**config.mk**
```make
export PLATFORM = sky130hd
export DESIGN_NAME = pll_coef_search
export DESIGN_NICKNAME = d
export VERILOG_FILES = /design/src/rtl/pcs_pkg.sv /design/src/rtl/pcs_div.sv /design/src/rtl/pcs_pl_index.sv /design/src/rtl/pll_coef_search.sv
export SDC_FILE = /design/constraint.sdc
export NUM_CORES = 2
export LEC_CHECK = 0
export BUFFER_PORTS_ARGS = -buffer_cell sky130_fd_sc_hd__buf_2
export CAP_MARGIN = 25
export CORE_ASPECT_RATIO = 0.7
export CORE_UTILIZATION = 40
export DETAILED_ROUTE_END_ITERATION = 10
export MAX_ROUTING_LAYER = met4
export PLACE_DENSITY = 0.61
export SYNTH_ARGS = -nofsm -noshare
export SYNTH_HDL_FRONTEND = slang
export SYNTH_SLANG_ARGS = --single-unit
```
**constraint.sdc**
```tcl
create_clock -name clk -period 5.9 [get_ports clk]
set_input_delay 0.295 -clock clk [delete_from_list [all_inputs] [get_ports clk]]
set_output_delay 0.295 -clock clk [all_outputs]
set_load 0.05 [all_outputs]
```
**src/rtl/pcs_pkg.sv**
```systemverilog
package pcs_pkg;

  typedef enum logic [3:0] {
    ST_IDLE, ST_MARG, ST_HI, ST_LO, ST_PLSET, ST_MCHK,
    ST_NDIV, ST_NCHK, ST_VDIV, ST_LDIV, ST_DONE
  } pcs_state_e;

  localparam int PL_LAST  = 14;   // highest table index
  localparam int PL_SCAN  = 14;   // indices scanned when mapping a bound
  localparam int PLD_W    = 6;    // width of a post-divide value

  // post-divide value for each table index (non-monotonic on purpose)
  function automatic logic [PLD_W-1:0] pl_div(input logic [3:0] idx);
    case (idx)
      4'd0:    return 6'd1;
      4'd1:    return 6'd2;
      4'd2:    return 6'd3;
      4'd3:    return 6'd4;
      4'd4:    return 6'd5;
      4'd5:    return 6'd6;
      4'd6:    return 6'd8;
      4'd7:    return 6'd10;
      4'd8:    return 6'd12;
      4'd9:    return 6'd16;
      4'd10:   return 6'd12;
      4'd11:   return 6'd16;
      4'd12:   return 6'd20;
      4'd13:   return 6'd24;
      default: return 6'd32;
    endcase
  endfunction

endpackage

```
**src/rtl/pcs_div.sv**
```systemverilog
// Restoring divider, one quotient bit per clock.
module pcs_div #(
  parameter int W = 32
) (
  input  logic         clk,
  input  logic         rst,
  input  logic         go,
  input  logic [W-1:0] num,
  input  logic [W-1:0] den,
  output logic [W-1:0] quo,
  output logic [W-1:0] rem,
  output logic         done
);
  localparam int CW = $clog2(W + 1);

  logic [W-1:0]  den_r;
  logic [CW-1:0] cnt;
  logic [W:0]    trial;

  assign trial = {rem, quo[W-1]};

  always_ff @(posedge clk) begin
    if (rst) begin
      quo   <= '0;
      rem   <= '0;
      den_r <= '0;
      cnt   <= '0;
      done  <= 1'b0;
    end else if (go) begin
      quo   <= num;
      rem   <= '0;
      den_r <= den;
      cnt   <= CW'(W);
      done  <= 1'b0;
    end else if (cnt != '0) begin
      if (trial >= {1'b0, den_r}) begin
        rem <= W'(trial - {1'b0, den_r});
        quo <= {quo[W-2:0], 1'b1};
      end else begin
        rem <= trial[W-1:0];
        quo <= {quo[W-2:0], 1'b0};
      end
      cnt  <= cnt - 1'b1;
      done <= (cnt == CW'(1));
    end else begin
      done <= 1'b0;
    end
  end
endmodule

```
**src/rtl/pcs_pl_index.sv**
```systemverilog
// Maps a post-divide bound to the first table index whose value reaches it.
module pcs_pl_index
  import pcs_pkg::*;
(
  input  logic [PLD_W-1:0] bound,
  output logic [3:0]       idx
);
  always_comb begin
    logic found;
    found = 1'b0;
    idx   = 4'(PL_LAST);
    for (int i = 0; i < PL_SCAN; i++) begin
      if (!found && pl_div(4'(i)) >= bound) begin
        idx   = 4'(i);
        found = 1'b1;
      end
    end
  end
endmodule

```
**src/rtl/pll_coef_search.sv**
```systemverilog
module pll_coef_search
  import pcs_pkg::*;
#(
  parameter int REF_W      = 8,
  parameter int REQ_W      = 12,
  parameter int M_W        = 8,
  parameter int N_W        = 8,
  parameter int DW         = 32,
  parameter int VCO_MIN    = 1000,
  parameter int VCO_MAX    = 2064,
  parameter int U_MIN      = 12,
  parameter int U_MAX      = 38,
  parameter int M_MIN      = 1,
  parameter int M_MAX      = 255,
  parameter int N_MIN      = 8,
  parameter int N_MAX      = 255,
  parameter int DIV_MIN    = 1,
  parameter int DIV_MAX    = 32,
  parameter int MARGIN_DEN = 50
) (
  input  logic               clk,
  input  logic               rst,
  input  logic               start,
  input  logic [REF_W-1:0]   ref_mhz,
  input  logic [REQ_W-1:0]   req_mhz,
  output logic [M_W-1:0]     m_o,
  output logic [N_W-1:0]     n_o,
  output logic [3:0]         pl_o,
  output logic [REQ_W+1:0]   err_o,
  output logic               valid_o,
  output logic               nocand_o
);
  localparam int ERR_W = REQ_W + 2;
  localparam logic [ERR_W-1:0] ERR_NONE = '1;
  localparam logic [DW-1:0] VMIN_W = DW'(VCO_MIN);
  localparam logic [DW-1:0] VMAX_W = DW'(VCO_MAX);
  localparam logic [DW-1:0] UMIN_W = DW'(U_MIN);
  localparam logic [DW-1:0] UOVR_W = DW'(U_MAX + 1);
  localparam logic [DW-1:0] NMIN_W = DW'(N_MIN);
  localparam logic [DW-1:0] NMAX_W = DW'(N_MAX);
  localparam logic [DW-1:0] DMIN_W = DW'(DIV_MIN);
  localparam logic [DW-1:0] DMAX_W = DW'(DIV_MAX);

  pcs_state_e        state;
  logic [DW-1:0]     ref_r, tgt2, vmax, vt, n_r, n_hi;
  logic [PLD_W-1:0]  dv;
  logic [3:0]        pl, hi_idx;
  logic [M_W-1:0]    m_r;

  logic              dv_go, dv_done;
  logic [DW-1:0]     dv_a, dv_b, dv_q, dv_r;

  // shared divider
  pcs_div #(.W(DW)) u_div (
    .clk(clk), .rst(rst), .go(dv_go), .num(dv_a), .den(dv_b),
    .quo(dv_q), .rem(dv_r), .done(dv_done)
  );

  // combinational helpers on the divider result
  logic [DW-1:0]    mg_sum, vmax_c, ceil_q, bound_raw, diff;
  logic [PLD_W-1:0] bound_c;
  logic [3:0]       idx_c;
  logic [DW-1:0]    m_w;
  logic             err_better, in_win;

  assign m_w    = DW'(m_r);
  assign mg_sum = tgt2 + dv_q;
  assign vmax_c = (mg_sum > VMAX_W) ? mg_sum : VMAX_W;
  assign ceil_q = dv_q + DW'(dv_r != '0);
  assign bound_raw = (state == ST_HI) ? ceil_q : dv_q;

  always_comb begin
    if (bound_raw < DMIN_W)      bound_c = PLD_W'(DIV_MIN);
    else if (bound_raw > DMAX_W) bound_c = PLD_W'(DIV_MAX);
    else                         bound_c = bound_raw[PLD_W-1:0];
  end

  pcs_pl_index u_idx (.bound(bound_c), .idx(idx_c));

  assign diff       = (dv_q >= tgt2) ? (dv_q - tgt2) : (tgt2 - dv_q);
  assign err_better = diff < DW'(err_o);
  assign in_win     = (dv_q >= VMIN_W) && (dv_q <= vmax);

  always_ff @(posedge clk) begin
    if (rst) begin
      state    <= ST_IDLE;
      ref_r    <= '0;
      tgt2     <= '0;
      vmax     <= '0;
      vt       <= '0;
      n_r      <= '0;
      n_hi     <= '0;
      dv       <= '0;
      pl       <= '0;
      hi_idx   <= '0;
      m_r      <= '0;
      dv_go    <= 1'b0;
      dv_a     <= '0;
      dv_b     <= '0;
      m_o      <= M_W'(M_MAX);
      n_o      <= N_W'(N_MIN);
      pl_o     <= 4'(DIV_MIN);
      err_o    <= ERR_NONE;
      valid_o  <= 1'b0;
      nocand_o <= 1'b0;
    end else begin
      dv_go <= 1'b0;
      case (state)
        ST_IDLE: if (start) begin
          ref_r    <= DW'(ref_mhz);
          tgt2     <= DW'(req_mhz) << 1;
          dv_go    <= 1'b1;
          dv_a     <= DW'(req_mhz) << 1;
          dv_b     <= DW'(MARGIN_DEN);
          m_o      <= M_W'(M_MAX);
          n_o      <= N_W'(N_MIN);
          pl_o     <= 4'(DIV_MIN);
          err_o    <= ERR_NONE;
          valid_o  <= 1'b0;
          nocand_o <= 1'b0;
          state    <= ST_MARG;
        end
        ST_MARG: if (dv_done) begin
          vmax  <= vmax_c;
          dv_go <= 1'b1;
          dv_a  <= vmax_c;
          dv_b  <= mg_sum;
          state <= ST_HI;
        end
        ST_HI: if (dv_done) begin
          hi_idx <= idx_c;
          dv_go  <= 1'b1;
          dv_a   <= VMIN_W;
          dv_b   <= dv_b;          // margin target still held
          state  <= ST_LO;
        end
        ST_LO: if (dv_done) begin
          pl    <= idx_c;
          state <= ST_PLSET;
        end
        ST_PLSET: begin
          if (pl > hi_idx) begin
            state <= ST_DONE;
          end else begin
            dv    <= pl_div(pl);
            vt    <= tgt2 * DW'(pl_div(pl));
            m_r   <= M_W'(M_MIN);
            state <= ST_MCHK;
          end
        end
        ST_MCHK: begin
          if (ref_r < UMIN_W * m_w) begin
            pl    <= pl + 1'b1;
            state <= ST_PLSET;
          end else if (ref_r >= UOVR_W * m_w) begin
            if (m_r == M_W'(M_MAX)) begin
              pl    <= pl + 1'b1;
              state <= ST_PLSET;
            end else begin
              m_r   <= m_r + 1'b1;
            end
          end else begin
            dv_go <= 1'b1;
            dv_a  <= vt * m_w;
            dv_b  <= ref_r;
            state <= ST_NDIV;
          end
        end
        ST_NDIV: if (dv_done) begin
          if (dv_q > NMAX_W) begin
            pl    <= pl + 1'b1;
            state <= ST_PLSET;
          end else begin
            n_r   <= dv_q;
            n_hi  <= ceil_q;
            state <= ST_NCHK;
          end
        end
        ST_NCHK: begin
          if (n_r > n_hi || n_r > NMAX_W) begin
            if (m_r == M_W'(M_MAX)) begin
              pl    <= pl + 1'b1;
              state <= ST_PLSET;
            end else begin
              m_r   <= m_r + 1'b1;
              state <= ST_MCHK;
            end
          end else if (n_r < NMIN_W) begin
            n_r <= n_r + 1'b1;
          end else begin
            dv_go <= 1'b1;
            dv_a  <= ref_r * n_r;
            dv_b  <= m_w;
            state <= ST_VDIV;
          end
        end
        ST_VDIV: if (dv_done) begin
          if (in_win) begin
            dv_go <= 1'b1;
            dv_a  <= dv_q + DW'(dv >> 1);
            dv_b  <= DW'(dv);
            state <= ST_LDIV;
          end else begin
            n_r   <= n_r + 1'b1;
            state <= ST_NCHK;
          end
        end
        ST_LDIV: if (dv_done) begin
          if (err_better) begin
            m_o   <= m_r;
            n_o   <= n_r[N_W-1:0];
            pl_o  <= pl;
            err_o <= diff[ERR_W-1:0];
          end
          if (diff == '0) begin
            state <= ST_DONE;
          end else begin
            n_r   <= n_r + 1'b1;
            state <= ST_NCHK;
          end
        end
        ST_DONE: begin
          valid_o  <= 1'b1;
          nocand_o <= (err_o == ERR_NONE);
          state    <= ST_IDLE;
        end
        default: state <= ST_IDLE;
      endcase
    end
  end
endmodule

```
==> run summary <==
CLOCK TREE
----------------------------------------------------------------------------------------
CTS Buffer Depth                                                                       3
Number of buffers inserted during clock tree synthesis                                42
Clk Tree Root Cell                                                             clkbuf_16
Maximum level of the CTS H-tree                                                        2
Total clock sinks                                                                    370
Clock latency reported for the late side of the worst-skew pair                  0.63 ns
Clock-pin transition on the worst setup and hold timing paths                    0.07 ns
Clock tree from TritonCTS                                                           done

WORST SETUP PATH
----------------------------------------------------------------------------------------
CP Data Arrival Time                                                             6.21 ns
Critical path capture point type                                                register
Critical setup path kind                                                    register to register
Kind of start point of the critical path                                        register
Data required, critical path                                                     6.43 ns
Biggest fanout along the worst timing path                                             6

STA
----------------------------------------------------------------------------------------
Minimum clock period                                                            5.670 ns
Final setup violating endpoints                                                        0
Aggregate negative setup slack                                                      0 ns
RSZ-0062 raised after global routing                                               false
Final hold violation count                                                             0
Maximum operating frequency                                                    176.4 MHz
Worst hold margin                                                              0.4086 ns
Measured slew at the worst slew-check pin                                       1.076 ns
Clock tree skew after final layout                                            0.03471 ns
Max-slew violations                                                                    0
Rel. slew slack                                                                   0.2796
Final critical-path share of the clock period                                     0.9611

SYNTHESIS
----------------------------------------------------------------------------------------
Average instance area after synthesis                                          7.720 um2
Mapped Area                                                                    38450 um2
Sequential share of the synthesized area                                          0.1926
Most used DFF post-synth                                                         dfxtp_1
Count of different cell masters after synthesis                                       91
Yosys Warn Count                                                                       0
Gate Count Post-Synth                                                               4981
Proportion of synthesized flip-flops having asynchronous set or reset                  0
Number of synthesized register bits                                                  370
Net count of the mapped netlist                                                     5634
Fraction of post-synthesis cell area in the top cell type by area                 0.1926
Count of flip-flops with a built-in enable after synthesis                             0
Library cell occupying the most area in the post-synthesis netlist               dfxtp_1
Synth area leaders                                                          dfxtp_1 19%, fa_1 16%, ha_1 10%

DIE
----------------------------------------------------------------------------------------
Core area                                                                      94560 um2
DIE WIDTH                                                                       372.6 um
Total I/O pin count                                                                   59
Placement Rows                                                                        94
Die area                                                                       97400 um2
Starting density of the core                                                      0.4067
Vert. Die Dim                                                                   261.4 um

DETAILED ROUTING
----------------------------------------------------------------------------------------
Starting DRT DRC Count                                                              4332
Final routed wirelength across all metal layers                                140600 um
Via count                                                                         36.49k
Post-DR wirelength/cell                                                         22.34 um
Mean number of vias per cell                                                       5.796
Number of search-and-repair iterations in the first detailed-routing pass              6
Antenna violation net count after detailed routing                                     0
Count of unresolved DRC violations after routing                                       0

CELLS AND AREA
----------------------------------------------------------------------------------------
Fraction of layout instances using a drive strength above 1                      0.08722
Post-layout utilization of the core                                               0.4521
Post-route non-filler standard cell count                                           6296
Net count, final                                                                    5670
Commonest non-fill, non-tap cells in the layout                             703 x nand2_1, 501 x inv_1, 427 x nor2_1
Area Overhead vs Synth                                                            11.19%
Most frequent standard cell in the layout excluding fill and tap cells           nand2_1

PLACEMENT
----------------------------------------------------------------------------------------
Cells after DPL                                                                     6199
Final estimated routing congestion in global placement                             1.021
Hpwl dp                                                                        109300 um
Number of port buffers                                                                58

HOLD PATH
----------------------------------------------------------------------------------------
Path category of the worst min-delay check                                  input pin to register

PWR
----------------------------------------------------------------------------------------
Power per cell area                                                         323.3 nW/um2
Maximum VDD drop                                                             0.0003244 V
Total leakage power                                                             19.21 nW

GRT
----------------------------------------------------------------------------------------
Antenna violations before repair                                                       5
Global-route wire length before repair                                         211600 um
Pin count of the biggest net entering global routing                                 129
Vias in the first global route                                                    33.36k
Total global routing overflow                                                          0
Gr usage total                                                                    0.2927

STATUS
----------------------------------------------------------------------------------------
Status                                                                      complete, no violations

RUN
----------------------------------------------------------------------------------------
Maxcap violations                                                                      0

## cells in the mapped netlist, drive strengths merged, types with 81 or more instances
master and count:
inv 502, ha 320, fa 310, a21o 81, xnor2 131, o21ai 201
nand2 704, a21oi 349, dfxtp 370, nand3 93, nor2 431, nor3 114
and2 204, clkbuf 271
## critical path, cell delays in order (launching register included)
cell and delay [ns]:
dfxtp_2 0.41, buf_4 0.17, nand2_1 0.07, fa_1 0.48
inv_1 0.06, fa_1 0.50, fa_1 0.51, fa_1 0.49
ha_1 0.38, a21o_1 0.19, a41o_1 0.23, o31ai_2 0.26
o21ai_0 0.21, o41ai_2 0.28, o21ai_0 0.19, o311a_1 0.37
o21ai_0 0.14, nor2b_1 0.17, xnor2_1 0.14, a211oi_1 0.09
a211oi_1 0.23
## routing by layer
| metal | share of wire | GRT usage |
|---|---|---|
| met1 | 0.49 | 0.4551 |
| met2 | 0.36 | 0.3528 |
| met3 | 0.13 | 0.09233 |
| met4 | 0.019 | 0.05850 |
| met5 | 0 | - |
## cell type report
class / count / area [um2]
diodes: 3 / 7.507
clock buffers: 48 / 1094
clock inverters: 24 / 315.3
fillers: 9564 / 51810
inverters: 502 / 1884
multi-input cells: 3796 / 28150
flip-flops and latches: 370 / 7436
well taps: 1248 / 1562
repair buffers: 305 / 2308
## power by group
part | switching [W] | total, W | internal (W)
logic | 0.00510 | 0.00792 | 0.00283
registers | 0.000333 | 0.00307 | 0.00274
clock network | 0.00126 | 0.00283 | 0.00157
total | 0.00669 | 0.0138 | 0.00713
## cells by family after synthesis
| logic type | synth area share |
|---|---|
| adders and majority gates | 0.2655 |
| DFF | 0.1926 |
| and+or+nand+nor | 0.2272 |
| buffers and inverters | 0.08053 |
| xor gates and xnor gates | 0.04282 |
| muxes | 0.01829 |
| AOI/OAI and AO/OA | 0.1730 |
## registers in the layout, indices dropped and copies added (netlist names), 12 cells and up, named ones only
signal       count
dv_a            32
dv_b            32
err_o           14
n_hi            32
n_r             32
tgt2            12
u_div.den_r     32
u_div.quo       32
u_div.rem       32
vmax            32
vt              18
## path summary, 6_finish.rpt
check | from | endpoint | slack [ns] | cells after the start
max | m_r[5]$_SDFFE_PP0P_ | dv_a[23]$_SDFFE_PP0P_ | 0.23 | 20
min | start | ref_r[2]$_SDFFE_PP0P_ | 0.41 | 4
max reg2reg | m_r[5]$_SDFFE_PP0P_ | dv_a[23]$_SDFFE_PP0P_ | 0.23 | 20
min reg2reg | n_hi[17]$_SDFFE_PP0P_ | n_hi[17]$_SDFFE_PP0P_ | 0.45 | 2
## repair_timing
action                                 4_1_cts  5_1_grt
pin swaps                                    0        7
gates resized for setup                      2       47
setup buffers                                0        1
endpoints found under the hold margin       28        0
hold buffers                                21        0
setup endpoints to repair                    2       25
## per-stage QoR
stage          setup slack (ns)  power [W]  instance area (um2)
2_1_floorplan          -0.05748   0.008076                38460
3_3_place_gp            0.08955    0.01071                40940
3_5_place_dp           0.004150    0.01073                40940
4_1_cts                0.003948    0.01360                42570
5_1_grt                0.005186    0.01458                42750
6_report                 0.2296    0.01382                42750
Power figures use the tool's default switching activity.
